==> src/rtl/rdec_pkg.sv <==
package rdec_pkg;
  localparam int ILEN   = 32;
  localparam int REG_AW = 5;
  localparam int OP_W   = 6;
  localparam int IMM_W  = 16;
  localparam int JIDX_W = 26;

  typedef enum logic [3:0] {
    ALU_ADD  = 4'd0,  ALU_SUB  = 4'd1,  ALU_AND = 4'd2, ALU_OR  = 4'd3,
    ALU_XOR  = 4'd4,  ALU_NOR  = 4'd5,  ALU_SLT = 4'd6, ALU_SLTU = 4'd7,
    ALU_SLL  = 4'd8,  ALU_SRL  = 4'd9,  ALU_SRA = 4'd10, ALU_PASS = 4'd11
  } alu_op_e;

  typedef enum logic [1:0] {IMK_NONE, IMK_SIGN, IMK_ZERO, IMK_UPPER} imm_kind_e;
  typedef enum logic [1:0] {DST_RD, DST_RT, DST_LINK} dst_sel_e;

  typedef struct packed {
    alu_op_e   alu;
    imm_kind_e ik;
    dst_sel_e  dst;
    logic      reg_we;
    logic      mem_re;
    logic      mem_we;
    logic      br;
    logic      br_ne;
    logic      jmp;
    logic      jreg;
    logic      link;
    logic      illegal;
  } ctrl_t;

  localparam logic [OP_W-1:0] OPC_REG   = 6'd0,  OPC_J    = 6'd2,  OPC_JAL  = 6'd3;
  localparam logic [OP_W-1:0] OPC_BEQ   = 6'd4,  OPC_BNE  = 6'd5;
  localparam logic [OP_W-1:0] OPC_ADDI  = 6'd8,  OPC_ADDIU = 6'd9, OPC_SLTI = 6'd10;
  localparam logic [OP_W-1:0] OPC_SLTIU = 6'd11, OPC_ANDI = 6'd12, OPC_ORI  = 6'd13;
  localparam logic [OP_W-1:0] OPC_LUI   = 6'd15, OPC_LW   = 6'd35, OPC_SW   = 6'd43;

  localparam logic [5:0] FN_SLL = 6'd0,  FN_SRL = 6'd2,  FN_SRA = 6'd3,  FN_JR = 6'd8;
  localparam logic [5:0] FN_ADD = 6'd32, FN_ADDU = 6'd33, FN_SUB = 6'd34, FN_SUBU = 6'd35;
  localparam logic [5:0] FN_AND = 6'd36, FN_OR  = 6'd37, FN_XOR = 6'd38, FN_NOR = 6'd39;
  localparam logic [5:0] FN_SLT = 6'd42, FN_SLTU = 6'd43;
endpackage

==> src/rtl/rdec_ctrl.sv <==
module rdec_ctrl
  import rdec_pkg::*;
(
  input  logic [OP_W-1:0] op,
  input  logic [5:0]      funct,
  output ctrl_t           ctrl
);
  always_comb begin
    ctrl = '{alu: ALU_ADD, ik: IMK_NONE, dst: DST_RD, default: 1'b0};
    unique case (op)
      OPC_REG: begin
        ctrl.reg_we = 1'b1;
        unique case (funct)
          FN_ADD, FN_ADDU: ctrl.alu = ALU_ADD;
          FN_SUB, FN_SUBU: ctrl.alu = ALU_SUB;
          FN_AND:          ctrl.alu = ALU_AND;
          FN_OR:           ctrl.alu = ALU_OR;
          FN_XOR:          ctrl.alu = ALU_XOR;
          FN_NOR:          ctrl.alu = ALU_NOR;
          FN_SLT:          ctrl.alu = ALU_SLT;
          FN_SLTU:         ctrl.alu = ALU_SLTU;
          FN_SLL:          ctrl.alu = ALU_SLL;
          FN_SRL:          ctrl.alu = ALU_SRL;
          FN_SRA:          ctrl.alu = ALU_SRA;
          FN_JR: begin
            ctrl.reg_we = 1'b0;
            ctrl.jmp    = 1'b1;
            ctrl.jreg   = 1'b1;
          end
          default: begin
            ctrl.reg_we  = 1'b0;
            ctrl.illegal = 1'b1;
          end
        endcase
      end
      OPC_ADDI, OPC_ADDIU: begin
        ctrl.ik = IMK_SIGN; ctrl.dst = DST_RT; ctrl.reg_we = 1'b1;
      end
      OPC_SLTI: begin
        ctrl.alu = ALU_SLT; ctrl.ik = IMK_SIGN; ctrl.dst = DST_RT; ctrl.reg_we = 1'b1;
      end
      OPC_SLTIU: begin
        ctrl.alu = ALU_SLTU; ctrl.ik = IMK_SIGN; ctrl.dst = DST_RT; ctrl.reg_we = 1'b1;
      end
      OPC_ANDI: begin
        ctrl.alu = ALU_AND; ctrl.ik = IMK_ZERO; ctrl.dst = DST_RT; ctrl.reg_we = 1'b1;
      end
      OPC_ORI: begin
        ctrl.alu = ALU_OR; ctrl.ik = IMK_ZERO; ctrl.dst = DST_RT; ctrl.reg_we = 1'b1;
      end
      OPC_LUI: begin
        ctrl.alu = ALU_PASS; ctrl.ik = IMK_UPPER; ctrl.dst = DST_RT; ctrl.reg_we = 1'b1;
      end
      OPC_LW: begin
        ctrl.ik = IMK_SIGN; ctrl.dst = DST_RT; ctrl.reg_we = 1'b1; ctrl.mem_re = 1'b1;
      end
      OPC_SW: begin
        ctrl.ik = IMK_SIGN; ctrl.mem_we = 1'b1;
      end
      OPC_BEQ: begin
        ctrl.alu = ALU_SUB; ctrl.ik = IMK_SIGN; ctrl.br = 1'b1;
      end
      OPC_BNE: begin
        ctrl.alu = ALU_SUB; ctrl.ik = IMK_SIGN; ctrl.br = 1'b1; ctrl.br_ne = 1'b1;
      end
      OPC_J:   ctrl.jmp = 1'b1;
      OPC_JAL: begin
        ctrl.jmp = 1'b1; ctrl.link = 1'b1; ctrl.reg_we = 1'b1; ctrl.dst = DST_LINK;
      end
      default: ctrl.illegal = 1'b1;
    endcase
  end
endmodule

==> src/rtl/rdec_imm.sv <==
module rdec_imm
  import rdec_pkg::*;
#(
  parameter int XLEN = 32
) (
  input  logic [IMM_W-1:0] raw,
  input  imm_kind_e        kind,
  output logic [XLEN-1:0]  ext
);
  localparam int PAD = XLEN - IMM_W;

  always_comb begin
    unique case (kind)
      IMK_SIGN:  ext = {{PAD{raw[IMM_W-1]}}, raw};
      IMK_ZERO:  ext = {{PAD{1'b0}}, raw};
      IMK_UPPER: ext = {raw, {PAD{1'b0}}};
      default:   ext = '0;
    endcase
  end
endmodule

==> src/rtl/rdec_target.sv <==
module rdec_target
  import rdec_pkg::*;
#(
  parameter int XLEN = 32
) (
  input  logic [XLEN-1:0]   pc,
  input  logic [IMM_W-1:0]  offs,
  input  logic [JIDX_W-1:0] jidx,
  output logic [XLEN-1:0]   seq,
  output logic [XLEN-1:0]   br_tgt,
  output logic [XLEN-1:0]   jmp_tgt
);
  localparam int REGION = XLEN - JIDX_W - 2;
  localparam int SPAD   = XLEN - IMM_W - 2;

  logic [XLEN-1:0] offs_sh;

  always_comb begin
    seq     = pc + XLEN'(4);
    offs_sh = {{SPAD{offs[IMM_W-1]}}, offs, 2'b00};
    br_tgt  = seq + offs_sh;
    jmp_tgt = {seq[XLEN-1 -: REGION], jidx, 2'b00};
  end
endmodule

==> src/rtl/rdec_top.sv <==
module rdec_top
  import rdec_pkg::*;
#(
  parameter int XLEN     = 32,
  parameter int LINK_IDX = 31
) (
  input  logic              clk,
  input  logic              rst,
  input  logic [ILEN-1:0]   instr,
  input  logic [XLEN-1:0]   pc,
  output logic [REG_AW-1:0] rs_idx,
  output logic [REG_AW-1:0] rt_idx,
  output logic [REG_AW-1:0] wr_idx,
  output logic [REG_AW-1:0] shamt,
  output logic [XLEN-1:0]   imm,
  output logic [3:0]        alu_op,
  output logic              reg_we,
  output logic              mem_re,
  output logic              mem_we,
  output logic              is_branch,
  output logic              branch_ne,
  output logic              is_jump,
  output logic              jump_reg,
  output logic              link,
  output logic              illegal,
  output logic [XLEN-1:0]   pc_plus4,
  output logic [XLEN-1:0]   br_target,
  output logic [XLEN-1:0]   jmp_target
);
  logic [OP_W-1:0]   f_op;
  logic [REG_AW-1:0] f_rs, f_rt, f_rd, f_sh;
  logic [5:0]        f_fn;
  ctrl_t             ctrl;
  logic [XLEN-1:0]   imm_c, seq_c, brt_c, jmt_c;
  logic [REG_AW-1:0] dst_c;

  assign f_op = instr[31:26];
  assign f_rs = instr[25:21];
  assign f_rt = instr[20:16];
  assign f_rd = instr[15:11];
  assign f_sh = instr[10:6];
  assign f_fn = instr[5:0];

  rdec_ctrl u_ctrl (.op(f_op), .funct(f_fn), .ctrl(ctrl));

  rdec_imm #(.XLEN(XLEN)) u_imm (
    .raw(instr[IMM_W-1:0]), .kind(ctrl.ik), .ext(imm_c)
  );

  rdec_target #(.XLEN(XLEN)) u_tgt (
    .pc(pc), .offs(instr[IMM_W-1:0]), .jidx(instr[JIDX_W-1:0]),
    .seq(seq_c), .br_tgt(brt_c), .jmp_tgt(jmt_c)
  );

  always_comb begin
    unique case (ctrl.dst)
      DST_RT:   dst_c = f_rt;
      DST_LINK: dst_c = REG_AW'(LINK_IDX);
      default:  dst_c = f_rd;
    endcase
  end

  always_ff @(posedge clk) begin
    if (rst) begin
      rs_idx <= '0; rt_idx <= '0; wr_idx <= '0; shamt <= '0;
      imm <= '0; alu_op <= '0;
      reg_we <= 1'b0; mem_re <= 1'b0; mem_we <= 1'b0;
      is_branch <= 1'b0; branch_ne <= 1'b0; is_jump <= 1'b0;
      jump_reg <= 1'b0; link <= 1'b0; illegal <= 1'b0;
      pc_plus4 <= '0; br_target <= '0; jmp_target <= '0;
    end else begin
      rs_idx     <= f_rs;
      rt_idx     <= f_rt;
      wr_idx     <= dst_c;
      shamt      <= f_sh;
      imm        <= imm_c;
      alu_op     <= ctrl.alu;
      reg_we     <= ctrl.reg_we;
      mem_re     <= ctrl.mem_re;
      mem_we     <= ctrl.mem_we;
      is_branch  <= ctrl.br;
      branch_ne  <= ctrl.br_ne;
      is_jump    <= ctrl.jmp;
      jump_reg   <= ctrl.jreg;
      link       <= ctrl.link;
      illegal    <= ctrl.illegal;
      pc_plus4   <= seq_c;
      br_target  <= brt_c;
      jmp_target <= jmt_c;
    end
  end
endmodule

==> config.mk <==
export PLATFORM = sky130hd
export DESIGN_NAME = rdec_top
export DESIGN_NICKNAME = d
export VERILOG_FILES = /design/src/rtl/rdec_pkg.sv /design/src/rtl/rdec_ctrl.sv /design/src/rtl/rdec_imm.sv /design/src/rtl/rdec_target.sv /design/src/rtl/rdec_top.sv
export SDC_FILE = /design/constraint.sdc
export NUM_CORES = 1
export LEC_CHECK = 0
export CORE_AREA = 2 2 120 122
export DETAILED_ROUTE_END_ITERATION = 12
export DIE_AREA = 0 0 122 124
export GPL_ROUTABILITY_DRIVEN = 0
export GPL_TIMING_DRIVEN = 1
export PLACE_DENSITY = 0.94
export SLEW_MARGIN = 20
export SYNTH_ARGS = -nofsm -noshare
export SYNTH_HDL_FRONTEND = slang
export SYNTH_SLANG_ARGS = --single-unit
==> constraint.sdc <==
create_clock -name clk -period 5.8 [get_ports clk]
set_clock_uncertainty 0.2 [all_clocks]
set_input_delay 0.58 -clock clk [delete_from_list [all_inputs] [get_ports clk]]
set_output_delay 0.58 -clock clk [all_outputs]
set_load 0.03 [all_outputs]
==> results of run 1 <==
## per-layer routing
metal	part of all wire (%)	track usage (%)
met5	0	0
met4	3.8	14.44
met1	38	31.33
met3	8.9	7.418
met2	49	47.91
## stage by stage
| step | instance area, um2 | hold slack (ps) | power [mW] | cells |
|---|---|---|---|---|
| after global routing | 9578 | 519.3 | 2.966 | 1157 |
| final | 9578 | 502.3 | 2.877 | 1157 |
| after CTS | 9578 | 491.1 | 2.876 | 1157 |
| after global placement | 8937 | 941.0 | 1.684 | 1125 |
| after floorplan | 6784 | 452.4 | 1.448 | 779 |
| after detailed placement | 8937 | 943.6 | 1.695 | 1125 |
## critical path: cells and delay by family
family / cells / cell delay [ps]
muxes: 1 / 360
and+or+nand+nor: 4 / 1530
adders and majority gates: 2 / 580
xor gates and xnor gates: 1 / 210
buffers and inverters: 1 / 560
AOI/OAI and AO/OA: 4 / 950
## power breakdown
part	total [mW]	internal [mW]	switching (mW)
sequential	1.03	1.01	0.0214
combinational	0.661	0.273	0.387
clock	1.19	0.732	0.456
total	2.88	2.01	0.865
## cell type report
type / count / area share, %
Clock inverter: 14 / 2.208
Clock buffer: 18 / 4.481
Sequential cell: 138 / 28.84
Tap cell: 180 / 2.351
Inverter: 18 / 0.7054
Timing Repair Buffer: 226 / 23.51
Multi-Input combinational cell: 563 / 37.90
## cells by family (layout without fill, tap and decap cells)
logic type                 Yosys count  in the layout  share of synthesized area, %
and+or+nand+nor                    326            326                         25.61
xor gates and xnor gates            38             38                         4.909
DFF                                138            138                         40.75
other                                1              2                       0.05531
AOI/OAI and AO/OA                  154            154                         15.04
muxes                                9              9                         1.476
adders and majority gates           34             34                         6.385
buffers and inverters               78            276                         5.776
## path summary, 6_finish.rpt
path | start | endpoint | slack [ps] | depth (start not counted)
setup / recovery | pc[2] | br_target[27] | 1130 | 13
hold / removal | pc[0] | pc_plus4[0] | 500 | 2
## synth_stat cells, types with 4 or more instances
master                     number  area share, %
sky130_fd_sc_hd__xor2_1        15            1.9
sky130_fd_sc_hd__nand2_1       61            3.4
sky130_fd_sc_hd__nor3_1        35            2.6
sky130_fd_sc_hd__nand2b_1      14            1.3
sky130_fd_sc_hd__o21ai_0       19            1.4
sky130_fd_sc_hd__clkbuf_1      30            1.7
sky130_fd_sc_hd__nor2_1        59            3.3
sky130_fd_sc_hd__dfxtp_1      138             41
sky130_fd_sc_hd__and2_1        45            4.2
sky130_fd_sc_hd__a211oi_1       8           0.89
sky130_fd_sc_hd__a21oi_1       59            4.4
sky130_fd_sc_hd__and3_1         7           0.65
sky130_fd_sc_hd__inv_1         18            1.0
sky130_fd_sc_hd__mux2_1         5           0.83
sky130_fd_sc_hd__nand4_1       14            1.3
sky130_fd_sc_hd__o21bai_1       5           0.55
sky130_fd_sc_hd__nand3_1       16            1.2
sky130_fd_sc_hd__buf_2          4           0.30
sky130_fd_sc_hd__o21a_1        10            1.1
sky130_fd_sc_hd__nor2b_1       46            4.2
sky130_fd_sc_hd__a21o_1        18            2.0
sky130_fd_sc_hd__or3_1          4           0.37
sky130_fd_sc_hd__ha_1          33            6.1
sky130_fd_sc_hd__xnor2_1       23            3.0
sky130_fd_sc_hd__buf_4         23            2.5
sky130_fd_sc_hd__or2_2          4           0.37
==> impl_results.md, run 1 <==
- Critical path arrival: 4790 ps
- Synthesis Warnings: 0
- Average instance area after synthesis: 8.715 um2
- Leading cell types in the layout, fill and taps excluded: sky130_fd_sc_hd__clkdlybuf4s50_1, sky130_fd_sc_hd__dfxtp_1, sky130_fd_sc_hd__nand2_1
- Top cell by count, worst path: sky130_fd_sc_hd__ha_1
- Post-route DRC violation count: 0
- Number of levels in the clock H-tree: 4
- Required time worst endpoint: between 5000 and 6000 ps
- Number of buffers added for setup after CTS: 0
- Core occupancy in the finished layout: 69.81%
- Total of hold buffers inserted after clock tree synthesis: 0
- Area used by multi-input combinational logic: 3630 um2
- Biggest cell delay along the critical path: between 500 and 600 ps
- Std cell rows: 43
- CP cell instances: clkdlybuf4s50_1 > ha_1 > nand4_1 > nor3_2 > and3_1 > xor2_1 > ha_1 > a21oi_1 > o21a_1 > o21ai_0 > or3_1 > o22ai_1 > mux2_2
- Biggest fanout along the worst timing path: 6
- Pwr/cell area: 300.4 nW/um2
- Clock Path Buffers: 2
- HPWL after DPL: ~15 mm
- Clock tree from TritonCTS: yes
- Final-report max-slew violation count: 0
- Minimum clock period after layout: 4668 ps
- Sequential cell area: between 2000 and 3000 um2
- Worst Setup End Kind: flip-flop
- Number of detailed-route iterations in the first pass: 5
- Fraction of layout cells with a size suffix above 1: 5.937%
- Ports: 227
- Main flop type after synthesis: sky130_fd_sc_hd__dfxtp_1
- Mapped cell area: approximately 6800 um2
- Unrepaired setup endpoints after global routing: no
- Final setup viols: 0
- Leakage power total: 3.771 nW
- Post-synth cell types: 70
- Via count: 6517
- Slew HR: roughly 32%
- First-pass GRT wire length: 32.18 mm
- Initial standard-cell utilization of the core: 49.42%
- Number of CTS-inserted buffers: 17
- Largest registers: imm x32, pc_plus4 x32, br_target x30
- Worst Max-Slew Pin Slew: approximately 1000 ps
- Post-route setup TNS: 0 ps
- Filler Cells Inserted: 990
- Routed WL per cell: approximately 18 um
- Fmax: 214.2 MHz
- Post-layout worst setup margin: 1132 ps
- Total Routing Usage GR: between 20% and 30%
- Post-synthesis register bit count: approximately 140
- Maximum number of pins on one net before global-route repair: 86
- Most common library cell in the layout ignoring fill and taps: sky130_fd_sc_hd__clkdlybuf4s50_1
- Die area: ~15000 um2
- Slowest-stage cell, CP: sky130_fd_sc_hd__clkdlybuf4s50_1
- Layout Nets: 1064
- Post-synthesis to final-layout area growth: 41.26%
- Total of buffers placed on input and output ports: 224
- Path class of the lowest-slack min-delay path: in -> reg
- Remaining antenna violation count: 0
- Seq/Total Area, Yosys: roughly 40%
- Final Hold Fails: 0
- CP Launch Type: primary input
- Run status: completed
- DIE HEIGHT: 124 um
- Diodes inserted: 0
- Number of global-route vias before repair: between 6000 and 7000
- Max VDD drop: between 0.00015 and 0.0002 V
- Iter 0 DRT Violations: 543
- Die extent in x: 122 um
- Post-route clock period utilization: 80.48%
- Routed wire length: 21.36 mm
- Post-synth EDFFs: 0
- Number of instances in the synthesized netlist: a little under 800
- Initial antenna violation count: 0
- Kind of critical path: in -> reg
- Total number of clock tree sinks: between 100 and 150
- Reg clk slew, reported paths: 60 ps
- Dpl ws: about 900 ps
- Max-cap violations: 0
- Core Footprint: 13720 um2
- Number of cells upsized or downsized after cts: 0
- Clock tree root buffer cell: sky130_fd_sc_hd__clkbuf_16
- Total gr overflow: 0
- Synth async-reset ratio: 0%
- Post-DR vias/cell: 5.633
Note: power is estimated with default switching activity, not from simulation.
==> inputs of run 2 (changes only) <==
--- a/config.mk
+++ b/config.mk
@@ -5,12 +5,12 @@
 export SDC_FILE = /design/constraint.sdc
 export NUM_CORES = 1
 export LEC_CHECK = 0
-export CORE_AREA = 2 2 120 122
+export CORE_AREA = 2 2 131 133
 export DETAILED_ROUTE_END_ITERATION = 12
-export DIE_AREA = 0 0 122 124
+export DIE_AREA = 0 0 133 135
 export GPL_ROUTABILITY_DRIVEN = 0
 export GPL_TIMING_DRIVEN = 1
-export PLACE_DENSITY = 0.94
+export PLACE_DENSITY = 0.85
 export SLEW_MARGIN = 20
 export SYNTH_ARGS = -nofsm -noshare
 export SYNTH_HDL_FRONTEND = slang
==> constraint.sdc (replaced) <==
create_clock -name clk -period 4.05 [get_ports clk]
set_clock_uncertainty 0.2 [all_clocks]
set_input_delay 0.405 -clock clk [delete_from_list [all_inputs] [get_ports clk]]
set_output_delay 0.405 -clock clk [all_outputs]
set_load 0.03 [all_outputs]
==> impl_results.md, run 2 (synthesis gave the netlist of run 1 again) <==
- Total of buffers placed on input and output ports: 224 (unchanged)
- Placed Instance Area: 9628 um2 (+7.7%)
- Total number of clock tree sinks: 138 (unchanged)
- Switching power: 1.255 mW (+45%)
- Clock tree from TritonCTS: yes
- Number of cells upsized or downsized after cts: 0 (unchanged)
- Biggest fanout along the worst timing path: 6 (unchanged)
- Max VDD drop: 0.0003055 V (+88%)
- Number of CTS-inserted buffers: 17 (unchanged)
- Pwr/cell area: 390.4 nW/um2 (+30%)
- Post-DR vias/cell: 5.170 (-8.2%)
- Most common library cell in the layout ignoring fill and taps: sky130_fd_sc_hd__clkdlybuf4s50_1
- Std cell rows: 47 (+9.3%)
- Sequential share of power: 36.9% (+1.2 points)
- Clock tree root buffer cell: sky130_fd_sc_hd__clkbuf_16
- Max-cap violations: 0 (unchanged)
- Iter 0 DRT Violations: 393 (-28%)
- Total power of the final layout: 3.982 mW (+38%)
- Minimum clock period after layout: 3850 ps
- Critical path arrival: 3980 ps (-810 ps)
- Clock Path Buffers: 2 (unchanged)
- Kind of critical path: in -> reg
- Number of buffers added for setup after CTS: 0 (unchanged)
- Biggest cell delay along the critical path: 510 ps (-50 ps)
- Required time worst endpoint: 4180 ps (-1740 ps)
- Number of detailed-route iterations in the first pass: 6 (+1)
- Via count: 6628 (+1.7%)
- Diodes inserted: 0 (unchanged)
- Number of global-route vias before repair: 6395 (+3.2%)
- Run status: completed
- Layout Nets: 1149 (+8.0%)
- Fraction of layout cells with a size suffix above 1: 13.65% (+7.7 points)
- Total Routing Usage GR: 23.06% (-4.6 points)
- Fraction of power consumed by combinational cells: 25.9% (+2.9 points)
- Core Footprint: 16410 um2 (+20%)
- Total gr overflow: 0 (unchanged)
- Core occupancy in the finished layout: 62.17% (-7.6 points)
- Internal Pwr Total: 2.726 mW (+36%)
- Unrepaired setup endpoints after global routing: no
- Fmax: 259.7 MHz
- Post-synthesis to final-layout area growth: 50.43%
- Number of levels in the clock H-tree: 4 (unchanged)
- Routed WL per cell: 16.59 um (-10%)
- Reg clk slew, reported paths: 70 ps (about the same)
- Final Hold Fails: 0 (unchanged)
- Maximum number of pins on one net before global-route repair: 54 (-37%)
- Area of all placed cells without fillers: 10200 um2 (+6.5%)
- Total of hold buffers inserted after clock tree synthesis: 0 (unchanged)
- Worst Max-Slew Pin Slew: 690.6 ps (-323.2 ps)
- Worst Setup End Kind: flip-flop
- Leading cell types in the layout, fill and taps excluded: sky130_fd_sc_hd__clkdlybuf4s50_1, sky130_fd_sc_hd__dfxtp_1, sky130_fd_sc_hd__buf_4
- Net switching share of the total power: 31.53% (+1.5 points)
- Final-report max-slew violation count: 0 (unchanged)
- Post-route clock period utilization: between 90% and 100%
- Die area: 17960 um2 (+19%)
- Initial standard-cell utilization of the core: 41.33% (-8.1 points)
- Die extent in x: 133 um (+9.0%)
- HPWL after DPL: 16.08 mm (+5.6%)
- Largest registers: imm x32, pc_plus4 x32, br_target x30
- Path class of the lowest-slack min-delay path: in -> reg
- First-pass GRT wire length: 32.58 mm (+1.2%)
- Final setup viols: 0 (unchanged)
- Routed wire length: 21.27 mm (-0.44%)
- DIE HEIGHT: 135 um (+8.9%)
- Post-route DRC violation count: 0 (unchanged)
- Clock network fraction of design power: 37.2% (-4.1 points)
- Leakage power total: 4.149 nW (+10%)
- CP Launch Type: primary input
- Remaining antenna violation count: 0 (unchanged)
- Ports: 227 (unchanged)
- CP cell instances: clkdlybuf4s50_1 > ha_1 > nand4_1 > buf_4 > nor3_2 > buf_4 > and3_1 > nand2_1 > xnor2_1 > ha_1 > a21oi_1 > o21ai_0 > or3_1 > o22ai_1 > mux2_2
- Initial antenna violation count: 0 (unchanged)
- Slew HR: 53.85% (+22 points)
- Slowest-stage cell, CP: sky130_fd_sc_hd__clkdlybuf4s50_1
run 2: changes by cell type in the layout (fill, tap and decap cells not counted), moves of 2 or more:
cell,previous run,this run
sky130_fd_sc_hd__clkinv_4,4,2
sky130_fd_sc_hd__buf_4,2,88
sky130_fd_sc_hd__inv_6,3,6
sky130_fd_sc_hd__bufinv_16,4,0
sky130_fd_sc_hd__clkinvlp_4,1,3
run 2: stage by stage:
step | std cells | worst slack (ps) | setup TNS, ps | hold WS (ps)
final | 1282 | 199.8 | 0 | 283.9
after global routing | 1282 | 23.10 | 0 | 305.0
after CTS | 1282 | 275.5 | 0 | 263.2
after detailed placement | 1250 | -100.6 | -412.4 | 701.5
after global placement | 1250 | -40.66 | -40.66 | 698.8
after floorplan | 779 | 579.0 | 0 | 277.4
run 2: worst paths after layout:
path                        end  cells after the start  startpoint  slack, ps
setup / recovery  br_target[27]                     15       pc[2]        200
hold / removal    br_target[14]                      2         rst        280
run 2: layout make-up:
class,instances,area (um2)
clock inverters,14,126.4
well taps,220,275.3
multi-input cells,563,3636
clock buffers,18,439.2
inverters,18,67.56
repair buffers,311,2893
fillers,1310,6207
flip-flops and latches,138,2763
run 2: routing by layer:
metal  global-route usage, %  vias to the layer above  part of all wire (%)
met1                   26.27                     3104                    40
met4                   8.961                        0                   2.6
li1                        -                     3211                     -
met5                       0                        -                     0
met2                   41.42                      277                    51
met3                   5.931                       36                   7.2
run 2: critical path, delay by kind of cell:
family          cells  cell delay (ps)
simple gates        5              990
buf+inv             3              880
compound gates      3              660
fa+ha+maj           2              510
mux                 1              350
xor+xnor            1              200
run 2: power by group through the flow:
stage | clock [mW] | sequential, mW | combinational (mW)
floorplan | 0 | 1.67 | 0.408
global placement | 0 | 1.50 | 1.00
detailed placement | 0 | 1.50 | 1.02
CTS | 1.51 | 1.47 | 1.03
global route | 1.56 | 1.48 | 1.10
finish | 1.48 | 1.47 | 1.03
==> inputs of run 3 (changes only) <==
--- a/config.mk
+++ b/config.mk
@@ -5,12 +5,14 @@
 export SDC_FILE = /design/constraint.sdc
 export NUM_CORES = 1
 export LEC_CHECK = 0
-export CORE_AREA = 2 2 131 133
+export CELL_PAD_IN_SITES_DETAIL_PLACEMENT = 1
+export CELL_PAD_IN_SITES_GLOBAL_PLACEMENT = 1
+export CORE_AREA = 2 2 154 156
 export DETAILED_ROUTE_END_ITERATION = 12
-export DIE_AREA = 0 0 133 135
+export DIE_AREA = 0 0 156 158
 export GPL_ROUTABILITY_DRIVEN = 0
 export GPL_TIMING_DRIVEN = 1
-export PLACE_DENSITY = 0.85
+export PLACE_DENSITY = 0.84
 export SLEW_MARGIN = 20
 export SYNTH_ARGS = -nofsm -noshare
 export SYNTH_HDL_FRONTEND = slang
==> impl_results.md, run 3 (synthesis gave the netlist of run 1 again) <==
- Number of levels in the clock H-tree: 4 (unchanged)
- Initial antenna violation count: 0 (unchanged)
- Routed wire length: 24.73 mm (+16%)
- Maximum number of pins on one net before global-route repair: 86 (+59%)
- Total of buffers placed on input and output ports: 224 (unchanged)
- Largest registers: imm x32, pc_plus4 x32, br_target x30
- Total Routing Usage GR: 19.63% (-3.4 points)
- Clock Path Buffers: 2 (unchanged)
- Post-route setup TNS: 0 ps (unchanged)
- Number of CTS-inserted buffers: 17 (unchanged)
- Max-cap violations: 0 (unchanged)
- Post-route clock period utilization: 98.41% (+3.3 points)
- Clock tree root buffer cell: sky130_fd_sc_hd__clkbuf_16
- Number of global-route vias before repair: 6979 (+9.1%)
- Worst path top cell family by delay: buffers and inverters
- Fmax: 250.9 MHz (-3.4%)
- Bufs and invs on worst path: 4 (+1)
- Number of buffers added for setup after CTS: 0 (unchanged)
- Fraction of power consumed by combinational cells: 26.0% (about the same)
- Clock network fraction of design power: 37.7% (+0.5 points)
- Biggest fanout along the worst timing path: 8 (+2)
- Biggest cell delay along the critical path: 510 ps (about the same)
- Most common library cell in the layout ignoring fill and taps: sky130_fd_sc_hd__clkdlybuf4s50_1
- HPWL after DPL: 19.12 mm (+19%)
- Via count: 6702 (+1.1%)
- Slew HR: 34.94% (-19 points)
- Worst hold margin: 321.7 ps (+37.79 ps)
- Total number of clock tree sinks: 138 (unchanged)
- Minimum clock period after layout: 3985 ps (+135.3 ps)
- Critical path arrival: 4080 ps (+100 ps)
- Iter 0 DRT Violations: 326 (-17%)
- Placed insts: 1320 (+5.6%)
- Layout Nets: 1149 (unchanged)
- Switching power: 1.321 mW (+5.3%)
- Net switching share of the total power: 32.62% (+1.1 points)
- Final setup viols: 0 (unchanged)
- Clock tree from TritonCTS: yes
- Final-report max-slew violation count: 0 (unchanged)
- First-pass GRT wire length: 37.37 mm (+15%)
- Routed WL per cell: 18.29 um (+10%)
- Core Footprint: 23050 um2 (+41%)
- Top cell by count, worst path: sky130_fd_sc_hd__buf_4
- Slowest-stage cell, CP: sky130_fd_sc_hd__clkdlybuf4s50_1
- Placed Instance Area: 9716 um2 (+0.91%)
- Reg clk slew, reported paths: 70 ps (about the same)
- CP Launch Type: primary input
- Ports: 227 (unchanged)
- Std cell rows: 56 (+19%)
- Sequential share of power: 36.3% (-0.6 points)
- Required time worst endpoint: 4140 ps (-40 ps)
- Remaining antenna violation count: 0 (unchanged)
- Run status: completed
- Non-filler instance count after layout: 1352 (+5.5%)
- Total gr overflow: 0 (unchanged)
- Die area: 24650 um2 (+37%)
- Pwr/cell area: 392.1 nW/um2 (+0.45%)
- Final Hold Fails: 0 (unchanged)
- Post-route DRC violation count: 0 (unchanged)
- Path class of the lowest-slack min-delay path: in -> reg
- Area of all placed cells without fillers: 10330 um2 (+1.3%)
- Worst Setup End Kind: flip-flop
- Internal Pwr Total: 2.729 mW (+0.11%)
- Dpl ws: -254.8 ps (-154.2 ps)
- Number of detailed-route iterations in the first pass: 4 (-2)
- Die extent in x: 156 um (+17%)
- CP cell instances: clkdlybuf4s50_1 > ha_1 > nand4_1 > buf_4 > nor3_2 > buf_4 > nand2_1 > xnor2_2 > ha_1 > buf_4 > nand2_1 > o211a_1 > o31ai_2 > nor4b_4 > a211oi_2 > mux2_1
- Post-layout worst setup margin: 64.52 ps (-135.3 ps)
- DIE HEIGHT: 158 um (+17%)
- Diodes inserted: 0 (unchanged)
- Max VDD drop: 0.0002356 V (-23%)
- Leakage power total: 4.165 nW (+0.39%)
- Core occupancy in the finished layout: 44.81% (-17 points)
- Post-synthesis to final-layout area growth: 52.35%
- Post-DR vias/cell: 4.957 (-4.1%)
- Filler Cells Inserted: 2623 (+100%)
- Initial standard-cell utilization of the core: 29.41% (-12 points)
- Leading cell types in the layout, fill and taps excluded: sky130_fd_sc_hd__clkdlybuf4s50_1, sky130_fd_sc_hd__dfxtp_1, sky130_fd_sc_hd__buf_4
- Worst Max-Slew Pin Slew: 975.9 ps (+285.3 ps)
- Kind of critical path: in -> reg
- Total power of the final layout: 4.051 mW (+1.7%)
- Fraction of layout cells with a size suffix above 1: 14.03% (+0.38 points)
-- run 3: power groups by stage --
stage | registers (mW) | clock network (mW) | logic, mW
3_3_place_gp | 1.50 | 0 | 1.02
4_1_cts | 1.47 | 1.56 | 1.05
2_1_floorplan | 1.67 | 0 | 0.408
5_1_grt | 1.48 | 1.62 | 1.13
6_report | 1.47 | 1.53 | 1.05
3_5_place_dp | 1.50 | 0 | 1.04
-- run 3: per-layer routing --
metal / vias up / routed length (um) / track usage [%]
met2: 233 / 12750 / 36.68
li1: 3202 / - / -
met1: 3238 / 9985 / 22.18
met4: 0 / 388 / 5.111
met5: - / 0 / 0
met3: 29 / 1606 / 5.037
-- run 3: final timing paths --
| kind | from | to | slack [ps] | cells after the start |
|---|---|---|---|---|
| min | rst | imm[22] | 320 | 5 |
| max | pc[2] | br_target[29] | 60 | 16 |
-- run 3: layout make-up --
type | count | area [um2] | share of cell area [%]
Multi-Input combinational cell | 563 | 3679 | 35.61
Timing Repair Buffer | 311 | 2893 | 28.00
Sequential cell | 138 | 2763 | 26.74
Clock buffer | 18 | 439.2 | 4.251
Tap cell | 290 | 362.8 | 3.513
Clock inverter | 14 | 126.4 | 1.223
Inverter | 18 | 67.56 | 0.6541
-- run 3: repair_timing --
| action | in CTS | in global routing |
|---|---|---|
| setup endpoints to repair | 0 | 6 |
| hold buffers | 0 | 0 |
| gates resized for setup | 0 | 10 |
